$ cat src/rtl/xaddr_pkg.sv
package xaddr_pkg;

  typedef enum logic [1:0] {
    ACC_FETCH = 2'd0,
    ACC_CODE  = 2'd1,
    ACC_DPTR  = 2'd2,
    ACC_RI    = 2'd3
  } acc_e;

  localparam int BYTE_W   = 8;
  localparam int WORD_W   = 2 * BYTE_W;
  localparam int SEL_BITS = 2;
  localparam int TOP_W    = 1 << SEL_BITS;

  // table-read address: base plus unsigned byte offset, wrapping at 16 bits
  function automatic logic [WORD_W-1:0] table_addr(input logic [WORD_W-1:0] base,
                                                   input logic [BYTE_W-1:0] ofs);
    return base + {{(WORD_W-BYTE_W){1'b0}}, ofs};
  endfunction

  // active-low one-hot select for a window index
  function automatic logic [TOP_W-1:0] sel_decode(input logic [SEL_BITS-1:0] idx);
    logic [TOP_W-1:0] v;
    v = '1;
    v[idx] = 1'b0;
    return v;
  endfunction

endpackage

$ cat src/rtl/xaddr_sfr_regs.sv
module xaddr_sfr_regs
  import xaddr_pkg::*;
#(
  parameter logic [BYTE_W-1:0] PAGE_ADDR = 8'hA1,
  parameter logic [BYTE_W-1:0] CTRL_ADDR = 8'hA2,
  parameter logic [BYTE_W-1:0] PAGE_RST  = 8'h00,
  parameter logic [TOP_W-1:0]  BANK_RST  = '0
) (
  input  logic              clk,
  input  logic              rst_n,
  input  logic [BYTE_W-1:0] sfr_addr,
  input  logic              sfr_wr,
  input  logic [BYTE_W-1:0] sfr_wdata,
  output logic [BYTE_W-1:0] sfr_rdata,
  output logic              sfr_rsel,
  output logic [BYTE_W-1:0] page_q,
  output logic              cs_mode,
  output logic [TOP_W-1:0]  bank_q
);

  localparam int RSV_W = BYTE_W - 1 - TOP_W;

  logic hit_page, hit_ctrl;
  assign hit_page = (sfr_addr == PAGE_ADDR);
  assign hit_ctrl = (sfr_addr == CTRL_ADDR);

  always_ff @(posedge clk or negedge rst_n) begin
    if (!rst_n) begin
      page_q  <= PAGE_RST;
      cs_mode <= 1'b0;
      bank_q  <= BANK_RST;
    end else if (sfr_wr) begin
      if (hit_page) page_q <= sfr_wdata;
      if (hit_ctrl) begin
        cs_mode <= sfr_wdata[BYTE_W-1];
        bank_q  <= sfr_wdata[TOP_W-1:0];
      end
    end
  end

  always_comb begin
    sfr_rsel  = hit_page | hit_ctrl;
    sfr_rdata = '0;
    if (hit_page) sfr_rdata = page_q;
    else if (hit_ctrl) sfr_rdata = {cs_mode, {RSV_W{1'b1}}, bank_q};
  end

endmodule

$ cat src/rtl/xaddr_mux.sv
module xaddr_mux
  import xaddr_pkg::*;
(
  input  acc_e              acc,
  input  logic [WORD_W-1:0] pc,
  input  logic [WORD_W-1:0] dptr,
  input  logic [BYTE_W-1:0] acc_a,
  input  logic [BYTE_W-1:0] ri_val,
  input  logic [BYTE_W-1:0] page,
  output logic [BYTE_W-1:0] hi,
  output logic [BYTE_W-1:0] lo,
  output logic              ext_cycle
);

  logic [WORD_W-1:0] word;

  always_comb begin
    unique case (acc)
      ACC_FETCH: word = pc;
      ACC_CODE:  word = table_addr(dptr, acc_a);
      ACC_DPTR:  word = dptr;
      default:   word = {page, ri_val};
    endcase
  end

  assign hi        = word[WORD_W-1:BYTE_W];
  assign lo        = word[BYTE_W-1:0];
  assign ext_cycle = (acc != ACC_FETCH);

endmodule

$ cat src/rtl/xaddr_nibble.sv
module xaddr_nibble
  import xaddr_pkg::*;
(
  input  logic                cs_mode,
  input  logic                ext_cycle,
  input  logic [TOP_W-1:0]    bank,
  input  logic [SEL_BITS-1:0] win,
  output logic [TOP_W-1:0]    top
);

  logic [TOP_W-1:0] sel_n;
  assign sel_n = sel_decode(win);

  for (genvar i = 0; i < TOP_W; i++) begin : g_bit
    assign top[i] = cs_mode ? sel_n[i] : (ext_cycle & bank[i]);
  end

endmodule

$ cat src/rtl/xaddr_gen.sv
module xaddr_gen
  import xaddr_pkg::*;
#(
  parameter logic [7:0] PAGE_ADDR = 8'hA1,
  parameter logic [7:0] CTRL_ADDR = 8'hA2
) (
  input  logic        clk,
  input  logic        rst_n,
  input  logic [1:0]  acc_type,
  input  logic [15:0] pc,
  input  logic [15:0] dptr,
  input  logic [7:0]  acc_a,
  input  logic [7:0]  ri_val,
  input  logic [7:0]  sfr_addr,
  input  logic        sfr_wr,
  input  logic [7:0]  sfr_wdata,
  output logic [7:0]  sfr_rdata,
  output logic        sfr_rsel,
  output logic [7:0]  addr_lo,
  output logic [7:0]  addr_hi,
  output logic [3:0]  addr_top
);

  acc_e             acc_in;
  logic [BYTE_W-1:0] page_q;
  logic              cs_mode;
  logic [TOP_W-1:0]  bank_q;
  logic [BYTE_W-1:0] hi_d, lo_d;
  logic              ext_cycle;
  logic [TOP_W-1:0]  top_d;

  // named state of the cycle currently on the outputs, for the checker
  acc_e out_acc;
  logic top_is_cs;

  assign acc_in = acc_e'(acc_type);

  xaddr_sfr_regs #(
    .PAGE_ADDR(PAGE_ADDR),
    .CTRL_ADDR(CTRL_ADDR)
  ) u_regs (
    .clk      (clk),
    .rst_n    (rst_n),
    .sfr_addr (sfr_addr),
    .sfr_wr   (sfr_wr),
    .sfr_wdata(sfr_wdata),
    .sfr_rdata(sfr_rdata),
    .sfr_rsel (sfr_rsel),
    .page_q   (page_q),
    .cs_mode  (cs_mode),
    .bank_q   (bank_q)
  );

  xaddr_mux u_mux (
    .acc      (acc_in),
    .pc       (pc),
    .dptr     (dptr),
    .acc_a    (acc_a),
    .ri_val   (ri_val),
    .page     (page_q),
    .hi       (hi_d),
    .lo       (lo_d),
    .ext_cycle(ext_cycle)
  );

  xaddr_nibble u_nib (
    .cs_mode  (cs_mode),
    .ext_cycle(ext_cycle),
    .bank     (bank_q),
    .win      (hi_d[BYTE_W-1 -: SEL_BITS]),
    .top      (top_d)
  );

  always_ff @(posedge clk or negedge rst_n) begin
    if (!rst_n) begin
      addr_lo   <= '0;
      addr_hi   <= '0;
      addr_top  <= '0;
      out_acc   <= ACC_FETCH;
      top_is_cs <= 1'b0;
    end else begin
      addr_lo   <= lo_d;
      addr_hi   <= hi_d;
      addr_top  <= top_d;
      out_acc   <= acc_in;
      top_is_cs <= cs_mode;
    end
  end

endmodule


$ cat config.mk
export PLATFORM = sky130hd
export DESIGN_NAME = xaddr_gen
export DESIGN_NICKNAME = d
export VERILOG_FILES = /design/src/rtl/xaddr_pkg.sv /design/src/rtl/xaddr_sfr_regs.sv /design/src/rtl/xaddr_mux.sv /design/src/rtl/xaddr_nibble.sv /design/src/rtl/xaddr_gen.sv
export SDC_FILE = /design/constraint.sdc
export NUM_CORES = 1
export LEC_CHECK = 0
export CAP_MARGIN = 20
export CELL_PAD_IN_SITES_DETAIL_PLACEMENT = 0
export CELL_PAD_IN_SITES_GLOBAL_PLACEMENT = 1
export CORE_MARGIN = 5
export CORE_UTILIZATION = 32
export CTS_CLUSTER_DIAMETER = 50
export DETAILED_ROUTE_END_ITERATION = 10
export PLACE_DENSITY_LB_ADDON = 0.3
export SYNTH_ARGS = -nofsm -noshare
export SYNTH_HDL_FRONTEND = slang
export SYNTH_SLANG_ARGS = --single-unit
$ cat constraint.sdc
create_clock -name clk -period 2.89 [get_ports clk]
set_input_delay 0.867 -clock clk [delete_from_list [all_inputs] [get_ports clk]]
set_output_delay 0.867 -clock clk [all_outputs]
set_load 0.02 [all_outputs]
== Yosys cells after proc, flatten, opt, wreduce, memory -nomap -nowiden ==
Index checks and enable logic that the tools add are counted.
Operators by class
  magnitude comparators: 2
  mux-type cells: 9
  eq/ne operators: 4
  reductions and logical operators: 5
  add/subtract/negate cells: 1
  bitwise operators: 6
Operators by type and width (number)
  $pmux 16 s3: 1
  $add 16x8->16: 1
  $eq 8x8->1 const B: 2
  $mux 8: 2
  $mux 1: 5
  $and 1x1->1: 4
  $not 4->4: 1
  $reduce_and 2->1: 2
  $lt 2x3->1 const B: 1
  $demux 1 s2: 1
  $eq 2x1->1 const B: 1
  $eq 2x2->1 const B: 1
  $ge 2x1->1 const B: 1
  $logic_not 2->1: 1
  $reduce_bool 2->1: 1
  $logic_and 1x1->1: 1
  $or 1x1->1: 1
Storage, ports and cells
  logic and storage cells: 33
  input port bits: 69
  bits in registers: 33
  output and inout port bits: 29

== Logic depth before layout (Yosys ltp) ==
Gate-level depths: netlist (run 1).
  word-level depth: 8
  depth in mapped cells: 9
  mapped depth without buffers: 9

== Cells and area by module ==
Synthesis (run 1) repeated with hierarchy kept, for this count alone.
Second synthesis, totals
  cell total of the unflattened synthesis: 181
  area total of the unflattened synthesis: 2214.6 sq um
By module, submodules not included
  xaddr_mux: cells each 97, area each 1009.7 sq um, instances 1, sequential area each 0.0 sq um
  xaddr_sfr_regs: cells each 53, area each 646.9 sq um, instances 1, sequential area each 325.3 sq um
  xaddr_gen: cells each 20, area each 500.5 sq um, instances 1, sequential area each 500.5 sq um
  xaddr_nibble: cells each 11, area each 57.6 sq um, instances 1, sequential area each 0.0 sq um

== Worst setup path after synthesis (run 1) ==
No wires, ideal clock.
  kind: input port to flip-flop
  start point: input port dptr[0]
  end point: register addr_top[1]
  library setup time: 0.124 ns
  path buffers: 0
  cell stages on the path: 9
  path slack: -0.014 ns
  arrival time: 2.781 ns
  cell sequence: ha_1 inv_1 fa_1 nand2b_1 a21oi_2 o41ai_4 or4_1 and4_4 a211o_1
Between the ends
  word-level cells in the longest chain between the ends: 8
  elaborated cells between the ends (all ways): 9
  those cells by class: 1 x add/sub; 2 x order compare; 4 x mux; 1 x bitwise; 1 x reduce/logical
Ends and longest elaborated chain
  start, declared: line xaddr_gen.sv:11  | input logic [15:0] dptr,
  $add 16x8->16 *: line xaddr_pkg.sv:18  | return base + {{(WORD_W-BYTE_W){1'b0}}, ofs};
  $pmux 16 s3 *: line xaddr_mux.sv:18  | unique case (acc)
  $lt 2x3->1 (not written as such) or $ge 2x1->1 (tied branches): line xaddr_pkg.sv:25  | v[idx] = 1'b0;
  $logic_and 1x1->1 (not written as such): line xaddr_pkg.sv:25
  $mux 1 (not written as such): line xaddr_pkg.sv:25
  $demux 1 s2 *
  $not 4->4 (no source line) *
  $mux 1 *: line xaddr_nibble.sv:15  | assign top[i] = cs_mode ? sel_n[i] : (ext_cycle & bank[i]);
  named net top_d[1]: line xaddr_gen.sv:30  | logic [TOP_W-1:0] top_d;
  end signal, assigned: line xaddr_gen.sv:84  | addr_top <= top_d;
  end, declared: line xaddr_gen.sv:21  | output logic [3:0] addr_top
Mark *: on every way through the listed nets, which the timed path passes. The rest lies on a longest branch.
A chain may end at the register's enable or synchronous reset.

== Worst setup path in the final report (run 1) ==
  start point: input port sfr_addr[3]
  end point: output port sfr_rdata[1]
Between the ends
  word-level cells in the longest chain between the ends: 3
  elaborated cells between the ends (all ways): 4
  those cells by class: 2 x eq/ne; 2 x mux
Ends and longest elaborated chain
  start, declared: line xaddr_gen.sv:14  | input logic [7:0] sfr_addr,
  $eq 8x8->1: line xaddr_sfr_regs.sv:25  | assign hit_ctrl = (sfr_addr == CTRL_ADDR);
  $mux 8: line xaddr_sfr_regs.sv:45  | else if (hit_ctrl) sfr_rdata = {cs_mode, {RSV_W{1'b1}}, bank_q};
  $mux 8 *: line xaddr_sfr_regs.sv:44  | if (hit_page) sfr_rdata = page_q;
  end, declared: line xaddr_gen.sv:17  | output logic [7:0] sfr_rdata,
Mark *: on every way between the ends. The rest lies on a longest branch, timed or not.

==> results of run 1 <==
## cells by family after synthesis
family / Yosys count
AOI/OAI and AO/OA: 39
xor gates and xnor gates: 12
adders and majority gates: 9
buffers and inverters: 10
DFF: 33
muxes: 30
and+or+nand+nor: 42
## repair_timing
| item | CTS | global route |
|---|---|---|
| cloned | 1 | 0 |
| pin swaps | 17 | 8 |
| resized for setup | 89 | 13 |
| setup buffers | 4 | 3 |
| endpoints found under the setup margin | 21 | 15 |
## path summary, 6_finish.rpt
| check | cells after the start | endpoint |
|---|---|---|
| setup / recovery | 7 | sfr_rdata[1] |
| hold / removal | 1 | u_regs.page_q[2] |
| setup reg to reg | 5 | addr_top[1] |
| hold reg to reg | 1 | u_regs.page_q[2] |
| max in group asynchronous | 2 | u_regs.cs_mode |
| min in group asynchronous | 2 | u_regs.bank_q[0] |
## report_power, final
part / internal (mW) / leakage, nW / switching [mW]
Combinational: 0.274 / 1.20 / 0.191
Sequential: 0.501 / 0.425 / 0.0174
Clock: 0.281 / 0.0585 / 0.164
Total: 1.06 / 1.69 / 0.372
## metal layers
metal,up-vias,track usage (%)
li1,943,-
met1,918,18.0
met2,54,25.9
met3,6,3.66
met4,0,4.08
met5,-,0
## flip-flops by register name, indices dropped and copies added (netlist names)
name and flops:
u_regs.bank_q 4, addr_top 4, u_regs.cs_mode 1, u_regs.page_q 8, addr_lo 8, addr_hi 8
## stage by stage
stage | hold WS, ns | TNS, ns | area (sq um) | util [%] | cells
after CTS | 0.554 | -0.809 | 3690 | 55.3 | 392
after floorplan | 0.493 | 0 | 2180 | - | 175
after global routing | 0.585 | -0.667 | 3720 | 55.6 | 393
after global placement | 0.538 | -13.02 | 3480 | 52.1 | 379
final | 0.552 | -0.232 | 3720 | 55.6 | 393
after detailed placement | 0.536 | -13.46 | 3480 | 52.1 | 379
## synthesized netlist by cell type (all sizes together), types with 2 or more instances
library cell	count	area (sq um)
a31oi	3	18.8
nor3	3	15.0
nand2	8	42.5
nor2	9	33.8
a22o	6	52.6
nor3b	2	37.5
and3	3	22.5
inv	5	18.8
a21o	6	45.0
mux2i	3	30.0
or2b	2	17.5
o211ai	3	27.5
nand3	4	20.0
dfrtp	33	826
or2	2	12.5
nand2b	2	12.5
a221oi	2	17.5
buf	3	17.5
xor2	3	26.3
a21oi	8	43.8
clkbuf	2	17.5
ha	8	100
mux2	15	169
mux4	12	270
o21ai	3	15.0
xnor2	9	78.8
## area by class of cell
| class | instances | area [sq um] |
|---|---|---|
| well taps | 80 | 100 |
| clock buffers | 7 | 86.3 |
| repair buffers | 135 | 1270 |
| flip-flops and latches | 33 | 826 |
| inverters | 5 | 18.8 |
| fillers | 608 | 2970 |
| multi-input cells | 132 | 1380 |
| clock inverters | 1 | 30.0 |
## critical path: stages
cell and delay (ns):
sky130_fd_sc_hd__buf_6 0.10, sky130_fd_sc_hd__nor4b_4 0.31, sky130_fd_sc_hd__nand3b_4 0.14, sky130_fd_sc_hd__nor3b_4 0.24, sky130_fd_sc_hd__buf_6 0.15, sky130_fd_sc_hd__a22o_1 0.15
sky130_fd_sc_hd__buf_6 0.12
==> results.env, run 1 <==
WP_DATA_REQUIRED_NS=2.02
PROPORTION_OF_SYNTHESIZED_FLIP_FLOPS_HAVING_ASYNCHRONOUS_SET_OR_RESET_PCT=100
MAX-VDD-IR-DROP_V=0.000211
LAYOUT_COMMON_CELLS='sky130_fd_sc_hd__clkdlybuf4s50_1, sky130_fd_sc_hd__buf_4, sky130_fd_sc_hd__dfrtp_1'
DETAILED_PLACE_HPWL_UM=5040
WORSTSETUPSTARTPOINT='sfr_addr[3]'
PIN_COUNT=98
ROUTE.ANTENNA.REMAINING_NETS=0
FINALCRITICALPERIOD_NS=2.93
CTSLONGESTPATHBUFFERS=2
MAXIMUM_FREQUENCY_FROM_STATIC_TIMING_ANALYSIS_MHz=341
GRT_START_MAX_NET_PINS=34
TRITONCTS.NUM_BUFFERS=5
CAP_VIOL_MAX_COUNT=0
STATUS='finished with violations'
FIRST_GLOBAL_VIAS=2031
WL_PER_CELL_UM=15.7
FINAL.SETUP.WORST_SLACK_NS=-0.0441
POST_SYN_AREA_PER_CELL_SQ_UM=12.4
POST_SYNTH_AND_OR_NAND_NOR_AREA_FRACTION_PCT=12.9
DRT_TOTAL_WL_UM=6190
FLOORPLAN.DIE.HEIGHT_UM=92.3
NUMPORTBUFFERS=97
FINAL_SETUP_VIO_COUNT=9
SYNTHESIS.YOSYS.WARNINGS=0
FINAL_MAX_SLEW_VIOLATION_COUNT=0
VIOLATIONS='negative setup slack'
INSERTION_DELAY_NS=0.28
AREA_DELTA_SYNTH_FINAL_PCT=71.5
DRC=0
WL_MET2_UM=3080
SYNTH-XOR-AREA-SHARE_PCT=4.85
FINAL_LAYOUT_SIZE_SUFFIX_GT1_SHARE_PCT=37.7
CLOCKROOTBUFFER='sky130_fd_sc_hd__clkbuf_8'
SYNTH_COMPOUND_GATE_AREA_SHARE_PCT=14.4
SYNTH_SEQ_AREA_SHARE_PCT=38.1
CTSHOLDBUFFERS=0
FINAL_NETS=390
DETAIL_ROUTE.WIRELENGTH.MET1_UM=2720
DETAIL_ROUTE.FIRST_PASS.ITERATIONS=4
STARTPOINT_TYPE='input pin'
TIMING.CRITICAL_PATH.FANOUT_MAX=5
NUMBER_OF_HOLD_VIOLATIONS_IN_THE_FINAL_REPORT=0
DIODES=0
SYNTH_FP_NETS=253
CRITICAL_PATH_CLASS='input pin to output port'
HOLD_START='u_regs.page_q[2]'
GLOBALROUTETOTALUTIL_PCT=14.7
NUMBER_OF_ANTENNA_VIOLATIONS_AT_THE_FIRST_CHECK_IN_GLOBAL_ROUTING=0
DPL_WORST_SLACK_NS=-0.894
GRT_OVF=0
TOTAL_POWER_mW=1.43
MOSTFREQUENTLAYOUTCELL='sky130_fd_sc_hd__clkdlybuf4s50_1'
YS_TYPES=48
YS.FLOP_TYPE='sky130_fd_sc_hd__dfrtp_1'
ARRIVAL_NS=2.07
WORSTSETUPENDPOINTTYPE='output port'
TRITONCTS='done'
WORST_SLEW_PIN_SLEW_NS=0.421
NORMALIZED_MAX_SLEW_MARGIN_PCT=71.9
DIEWIDTH_UM=92.3
CTS.REPORTEDPATHS.CLKPINSLEW_NS=0.06
DIEAREA_SQ_UM=8520
COMBINATIONAL_FAMILY_WITH_THE_MOST_AREA_AFTER_SYNTHESIS='multiplexers'
WIRE_LENGTH_OF_THE_FIRST_GLOBAL_ROUTING_PASS_UM=9840
SYNTH_ENABLE_FLOP_CELLS=0
POWER.DENSITY_CELL_AREA_nW_PER_UM2=384
INITIAL_CORE_UTIL_PCT=32.4
WORSTREG2REGSTART='u_regs.page_q[7]'
CLOCK-SKEW-FINAL_NS=0.00350
VIA_PER_INST=4.89
SYNTH_AREA_SQ_UM=2170
TOTAL_LEAKAGE_POWER_nW=1.69
CORE_AREA_SQ_UM=6680
ROUTE.TOP_LAYER_USED='met4'
SETUP_REPAIR_AFTER_GLOBAL_ROUTING_MISSED_ITS_MARGIN='true'
HTREE_LEVELS=2
SYNTH.FF_LATCH_COUNT=33
VIAS=1921
CLOCK_SINK_COUNT=33
FINAL.PERIOD_UTILIZATION_PCT=102
DRT_ITER0_MARKERS=23
SYNTH.AREA.MUX_SHARE_PCT=21.7
TIMING.HOLD.WORST.CLASS='flip-flop to flip-flop'
POST_SYNTH_FA_HA_MAJ_AREA_FRACTION_PCT=5.54
REG2REG_SETUP_SLACK_NS=1.30
FINALWEIGHTEDCONGESTION=0.774
SYNTH_CELLS=175
WL_MET3_UM=316
PLACEMENTROWS=30
Note: power is estimated with default switching activity, not from simulation.
==> inputs of run 2 (changes only) <==
--- a/constraint.sdc
+++ b/constraint.sdc
@@ -3,2 +3,2 @@
 set_output_delay 0.867 -clock clk [all_outputs]
-set_load 0.02 [all_outputs]
+set_load 0.1 [all_outputs]
==> run 2 against run 1 <==
  * The flow still finishes with violations (negative setup slack)
  * Non-clock buffer count down 1
  * Cell count down 0.25%
  * Sequential share of layout area down 0.34 points
  * Register-to-register slack worse by 0.03 ns
  * Setup slack worse by 0.051 ns
  * Sequential power about the same
  * Wire length up 2.4%
  * Critical path type unchanged
  * Largest power group is now combinational logic
==> results.env, run 2 (synthesis results as in run 1) <==
STATUS='finished with violations'
VIOLATIONS='negative setup slack'
NUMBER_OF_ANTENNA_VIOLATIONS_AT_THE_FIRST_CHECK_IN_GLOBAL_ROUTING=0
CLOCK_SINK_COUNT=33
WORST_SLEW_PIN_SLEW_NS=0.442
FIRST_GLOBAL_VIAS=2062
VIA_PER_INST=4.99
FINAL.SETUP.TNS_NS=-0.671
POWER.DENSITY_CELL_AREA_nW_PER_UM2=431
VIAS=1958
NORMALIZED_MAX_SLEW_MARGIN_PCT=70.6
DRT_TOTAL_WL_UM=6340
FLOORPLAN.DIE.HEIGHT_UM=92.3
FIN_HOLD_WS_NS=0.558
DETAILED_PLACE_HPWL_UM=5230
TRITONCTS.NUM_BUFFERS=5
TOTAL_LEAKAGE_POWER_nW=1.77
FINALCRITICALPERIOD_NS=2.99
DIEAREA_SQ_UM=8520
HOLD_START='u_regs.bank_q[1]'
WORST_R2R_PATH_DEPTH=5
NUMPORTBUFFERS=97
AREA_DELTA_SYNTH_FINAL_PCT=74.1
WORSTSETUPENDPOINTTYPE='output port'
PLACEMENTROWS=30
CTSLONGESTPATHBUFFERS=2
LAYOUT_COMMON_CELLS='sky130_fd_sc_hd__clkdlybuf4s50_1, sky130_fd_sc_hd__buf_4, sky130_fd_sc_hd__dfrtp_1'
FINALWEIGHTEDCONGESTION=0.761
STARTPOINT_TYPE='input pin'
TIMING.CRITICAL_PATH.FANOUT_MAX=5
DIEWIDTH_UM=92.3
TIMING.HOLD.WORST.CLASS='flip-flop to flip-flop'
CLOCKROOTBUFFER='sky130_fd_sc_hd__clkbuf_8'
FINAL_LAYOUT_SIZE_SUFFIX_GT1_SHARE_PCT=44.9
DETAIL_ROUTE.FIRST_PASS.ITERATIONS=4
MAXIMUM_FREQUENCY_FROM_STATIC_TIMING_ANALYSIS_MHz=335
NUMBER_OF_HOLD_VIOLATIONS_IN_THE_FINAL_REPORT=0
WL_PER_CELL_UM=16.2
TOTAL_POWER_mW=1.63
WIRE_LENGTH_OF_THE_FIRST_GLOBAL_ROUTING_PASS_UM=10200
FINAL_SETUP_VIO_COUNT=9
DRT_ITER0_MARKERS=31
HTREE_LEVELS=2
CTS.REPORTEDPATHS.CLKPINSLEW_NS=0.07
LARGEST_REGISTERS='addr_hi: 8 flops, addr_lo: 8 flops, u_regs.page_q: 8 flops'
DIODES=0
PIN_COUNT=98
DRC=0
FINAL_NETS=389
WP_DATA_REQUIRED_NS=2.02
FINAL_MAX_SLEW_VIOLATION_COUNT=0
SETUP_REPAIR_AFTER_GLOBAL_ROUTING_MISSED_ITS_MARGIN='true'
CRITICAL_PATH_CLASS='input pin to output port'
CAP_VIOL_MAX_COUNT=0
ARRIVAL_NS=2.12
FINAL.PERIOD_UTILIZATION_PCT=103
REG2REG_SETUP_SLACK_NS=1.27
FINAL.SETUP.WORST_SLACK_NS=-0.0955
GRT_START_MAX_NET_PINS=34
MIN_DELAY_PATH_DEPTH=1
TRITONCTS='done'
CTSHOLDBUFFERS=0
GLOBALROUTETOTALUTIL_PCT=15.2
INSERTION_DELAY_NS=0.28
CLOCK-SKEW-FINAL_NS=0.00948
GRT_OVF=0
MAX-VDD-IR-DROP_V=0.000189
INITIAL_CORE_UTIL_PCT=32.4
ROUTE.ANTENNA.REMAINING_NETS=0
CORE_AREA_SQ_UM=6680
HOLD-PATH-ENDPOINT='u_regs.bank_q[1]'
CRITICAL_PATH.REG2REG.ENDPOINT='addr_top[1]'
WORSTREG2REGSTART='u_regs.page_q[7]'
## run 2: cell count changes in the layout (fill, tap and decap cells not counted), moves of 3 or more
cell / before / now
sky130_fd_sc_hd__clkdlybuf4s50_1: 75 / 53
sky130_fd_sc_hd__buf_4: 35 / 53
sky130_fd_sc_hd__buf_12: 1 / 10
sky130_fd_sc_hd__buf_6: 13 / 5
sky130_fd_sc_hd__a22o_1: 6 / 1
sky130_fd_sc_hd__a22o_4: 0 / 5
sky130_fd_sc_hd__a21o_1: 6 / 3
sky130_fd_sc_hd__a21o_4: 0 / 3
sky130_fd_sc_hd__ha_1: 3 / 6
## run 2: worst max-delay path by stage
stage	startpoint	cells past startpoint	to	slack [ns]
after floorplan	sfr_addr[6]	4	sfr_rsel	-0.18
after global routing	sfr_addr[3]	7	sfr_rdata[1]	-0.20
after detailed placement	dptr[0]	10	addr_top[1]	-0.54
after CTS	sfr_addr[2]	8	sfr_rdata[1]	-0.15
after global placement	dptr[0]	10	addr_top[1]	-0.50
final	sfr_addr[3]	7	sfr_rdata[1]	-0.1
## run 2: layout make-up
| cell class | instances | area (sq um) |
|---|---|---|
| Sequential cell | 33 | 826 |
| Timing Repair Buffer | 134 | 1300 |
| Clock buffer | 6 | 82.6 |
| Tap cell | 80 | 100 |
| Fill cell | 600 | 2910 |
| Inverter | 5 | 18.8 |
| Multi-Input combinational cell | 132 | 1410 |
| Clock inverter | 2 | 37.5 |
## run 2: layer usage
layer  part of all wire, %  GRT usage, %  routed length (um)
met5                     0             0                   0
met1                    42          18.6                2640
met3                   4.2          3.17                 267
met4                   1.1          4.70                  71
met2                    53          26.9                3360
## run 2: worst max-delay path, stage by stage
cell and delay, ns:
sky130_fd_sc_hd__buf_6 0.10, sky130_fd_sc_hd__nor4b_4 0.30, sky130_fd_sc_hd__nand3b_4 0.13, sky130_fd_sc_hd__nor3b_4 0.23, sky130_fd_sc_hd__buf_6 0.17, sky130_fd_sc_hd__a22o_4 0.15, sky130_fd_sc_hd__buf_12 0.16
## run 2: per-stage QoR
step                std cells  worst slack (ns)  cell area (sq um)  utilization (%)
finish                    392           -0.0955               3770             56.5
global route              392            -0.196               3770             56.5
CTS                       390            -0.151               3770             56.5
detailed placement        378            -0.540               3590             53.8
global placement          378            -0.498               3590             53.8
floorplan                 175            -0.175               2260                -
## run 2: what timing repair did
action	4_1_cts	5_1_grt
buffers inserted	3	4
endpoints found under the hold margin	0	0
gates cloned	1	0
resized for setup	31	9
pin swaps	14	12
endpoints found under the setup margin	18	14
## run 2: power by group
group	switching (mW)	leakage [nW]	internal [mW]
Combinational	0.386	1.29	0.259
Clock	0.178	0.0574	0.280
Sequential	0.0208	0.425	0.501
==> inputs of run 3 (changes only) <==
- CORE_UTILIZATION: 32 -> 33
- CTS_BUF_LIST: unset -> sky130_fd_sc_hd__clkbuf_2 sky130_fd_sc_hd__clkbuf_4 sky130_fd_sc_hd__clkbuf_8
- REMOVE_ABC_BUFFERS: unset -> 1
==> run 3 against run 2 <==
  * The run still ends with negative setup slack left
  * Sequential share of layout area grew 0.29 points
  * Highest routed layer unchanged
  * Clock skew grew 0.0022 ns
  * Largest cell class unchanged
  * Sequential power is essentially flat
  * Flip-flop and latch count is the same
  * Critical endpoint is now sfr_rdata[4]
  * Non-clock buffer count shrank 5
==> results.env, run 3 (synthesis results as in run 1) <==
DRT_ITER0_MARKERS=29
FINALWEIGHTEDCONGESTION=0.792
NUMPORTBUFFERS=97
STARTPOINT_TYPE='input pin'
INSERTION_DELAY_NS=0.29
ARRIVAL_NS=2.20
VIOLATIONS='negative setup slack'
WIRE_LENGTH_OF_THE_FIRST_GLOBAL_ROUTING_PASS_UM=10700
VIAS=1936
PLACEMENTROWS=29
TIMING.CRITICAL_PATH.FANOUT_MAX=6
NUMBER_OF_ANTENNA_VIOLATIONS_AT_THE_FIRST_CHECK_IN_GLOBAL_ROUTING=0
CRITICAL_PATH_CLASS='input pin to output port'
SETUP_REPAIR_AFTER_GLOBAL_ROUTING_MISSED_ITS_MARGIN='true'
TRITONCTS.NUM_BUFFERS=5
CAP_VIOL_MAX_COUNT=0
GRT_START_MAX_NET_PINS=34
MOSTFREQUENTLAYOUTCELL='sky130_fd_sc_hd__clkdlybuf4s50_1'
PIN_COUNT=98
LARGEST_REGISTERS='addr_hi: 8 flops, addr_lo: 8 flops, u_regs.page_q: 8 flops'
VIA_PER_INST=5.04
MAX-VDD-IR-DROP_V=0.000223
NORMALIZED_MAX_SLEW_MARGIN_PCT=70.2
POWER.DENSITY_CELL_AREA_nW_PER_UM2=408
SEQCELLAREA_SQ_UM=826
PLACE_INST=370
HTREE_LEVELS=2
DIEAREA_SQ_UM=8290
CTS.REPORTEDPATHS.CLKPINSLEW_NS=0.06
DIODES=0
FINAL_NETS=384
FINAL.SETUP.WORST_SLACK_NS=-0.173
TRITONCTS='done'
FLOORPLAN.DIE.HEIGHT_UM=91.0
TOTAL_LEAKAGE_POWER_nW=1.71
CTSHOLDBUFFERS=0
GLOBALROUTETOTALUTIL_PCT=16.0
ROUTE.ANTENNA.REMAINING_NETS=0
CLOCK-SKEW-FINAL_NS=0.0117
AREA_DELTA_SYNTH_FINAL_PCT=71.9
FINALCRITICALPERIOD_NS=3.06
DRT_TOTAL_WL_UM=6470
FINAL_SETUP_VIO_COUNT=9
FINAL-INSTANCE-COUNT-EXCL-FILL=384
CTSLONGESTPATHBUFFERS=2
FINAL_LAYOUT_SIZE_SUFFIX_GT1_SHARE_PCT=43.3
DRC=0
AREA_USED_BY_MULTI_INPUT_COMBINATIONAL_LOGIC_SQ_UM=1420
CORE_AREA_SQ_UM=6390
FINAL_UTIL_PCT=58.3
DETAILED_PLACE_HPWL_UM=5140
CLOCK_SINK_COUNT=33
GRT_OVF=0
TIMING.HOLD.WORST.CLASS='flip-flop to flip-flop'
CLOCKROOTBUFFER='sky130_fd_sc_hd__clkbuf_8'
NUMBER_OF_HOLD_VIOLATIONS_IN_THE_FINAL_REPORT=0
WORSTSETUPENDPOINTTYPE='output port'
LAYOUT.FILLER_CELLS=534
WORST_SLEW_PIN_SLEW_NS=0.448
STATUS='finished with violations'
MAXIMUM_FREQUENCY_FROM_STATIC_TIMING_ANALYSIS_MHz=326
LAYOUT_COMMON_CELLS='sky130_fd_sc_hd__clkdlybuf4s50_1, sky130_fd_sc_hd__buf_4, sky130_fd_sc_hd__dfrtp_1'
WP_DATA_REQUIRED_NS=2.02
DETAIL_ROUTE.FIRST_PASS.ITERATIONS=4
WL_PER_CELL_UM=16.8
DIEWIDTH_UM=91.0
FINAL_MAX_SLEW_VIOLATION_COUNT=0
INITIAL_CORE_UTIL_PCT=33.9
FINAL.PERIOD_UTILIZATION_PCT=106
FIRST_GLOBAL_VIAS=2176
[run 3: changes by cell type in the layout (fill, tap and decap cells not counted), moves of 2 or more]
cell | before | now
sky130_fd_sc_hd__a22o_4 | 5 | 1
sky130_fd_sc_hd__a22o_1 | 1 | 5
sky130_fd_sc_hd__o21ai_0 | 3 | 1
sky130_fd_sc_hd__buf_4 | 53 | 49
sky130_fd_sc_hd__buf_6 | 5 | 2
sky130_fd_sc_hd__ha_1 | 6 | 2
sky130_fd_sc_hd__o21ai_1 | 0 | 2
sky130_fd_sc_hd__clkbuf_2 | 2 | 0
sky130_fd_sc_hd__clkinv_2 | 0 | 2
sky130_fd_sc_hd__a21o_4 | 3 | 0
sky130_fd_sc_hd__clkdlybuf4s50_1 | 53 | 55
sky130_fd_sc_hd__ha_4 | 1 | 5
sky130_fd_sc_hd__a21o_1 | 3 | 6
[run 3: cell type report]
type | count | area share [%]
Tap cell | 77 | 2.59
Sequential cell | 33 | 22.2
Multi-Input combinational cell | 132 | 38.0
Inverter | 5 | 0.504
Clock inverter | 3 | 0.470
Timing Repair Buffer | 129 | 34.4
Clock buffer | 5 | 1.85
[run 3: stage by stage]
stage | power (mW) | worst slack, ns | setup TNS [ns] | instance area, sq um | hold slack [ns]
after floorplan | 0.912 | -0.501 | -3.96 | 2130 | 0.493
after global placement | 1.15 | -0.530 | -9.35 | 3460 | 0.535
after detailed placement | 1.16 | -0.573 | -10.09 | 3460 | 0.538
after CTS | 1.52 | -0.192 | -1.50 | 3650 | 0.555
after global routing | 1.60 | -0.228 | -1.82 | 3720 | 0.574
final | 1.52 | -0.173 | -1.34 | 3720 | 0.548
[run 3: critical path, cell delays in order]
cell	delay, ns
sky130_fd_sc_hd__buf_6	0.09
sky130_fd_sc_hd__nor4b_4	0.31
sky130_fd_sc_hd__nand3b_4	0.13
sky130_fd_sc_hd__nor3b_4	0.24
sky130_fd_sc_hd__buf_12	0.15
sky130_fd_sc_hd__buf_8	0.10
sky130_fd_sc_hd__a21o_1	0.12
sky130_fd_sc_hd__buf_12	0.18
[run 3: what timing repair did]
item / in CTS / in global routing
gates resized for setup: 38 / 12
pin swaps: 14 / 8
setup endpoints to repair: 19 / 14
gates cloned: 0 / 0
setup buffers: 5 / 1
[run 3: worst paths after layout]
path / startpoint / endpoint / slack (ns) / cells past startpoint
max: sfr_addr[3] / sfr_rdata[4] / -0.17 / 8
max reg2reg: u_regs.page_q[7] / addr_top[0] / 1.30 / 5
min reg2reg: u_regs.page_q[4] / u_regs.page_q[4] / 0.55 / 1
min: u_regs.page_q[4] / u_regs.page_q[4] / 0.55 / 1
min in group asynchronous: rst_n / addr_lo[4] / 1.00 / 2
max in group asynchronous: rst_n / u_regs.page_q[5] / 1.57 / 2
[run 3: power by group]
| group | internal, mW | switching, mW | leakage [nW] |
|---|---|---|---|
| registers | 0.501 | 0.0176 | 0.425 |
| logic | 0.266 | 0.392 | 1.25 |
| clock network | 0.166 | 0.179 | 0.0439 |
[run 3: layer usage]
layer,global-route usage (%),vias up,part of all wire [%]
li1,-,928,-
met1,19.1,927,41
met2,26.7,72,50
met3,5.04,9,7.2
met4,6.23,0,2.1
met5,0,-,0
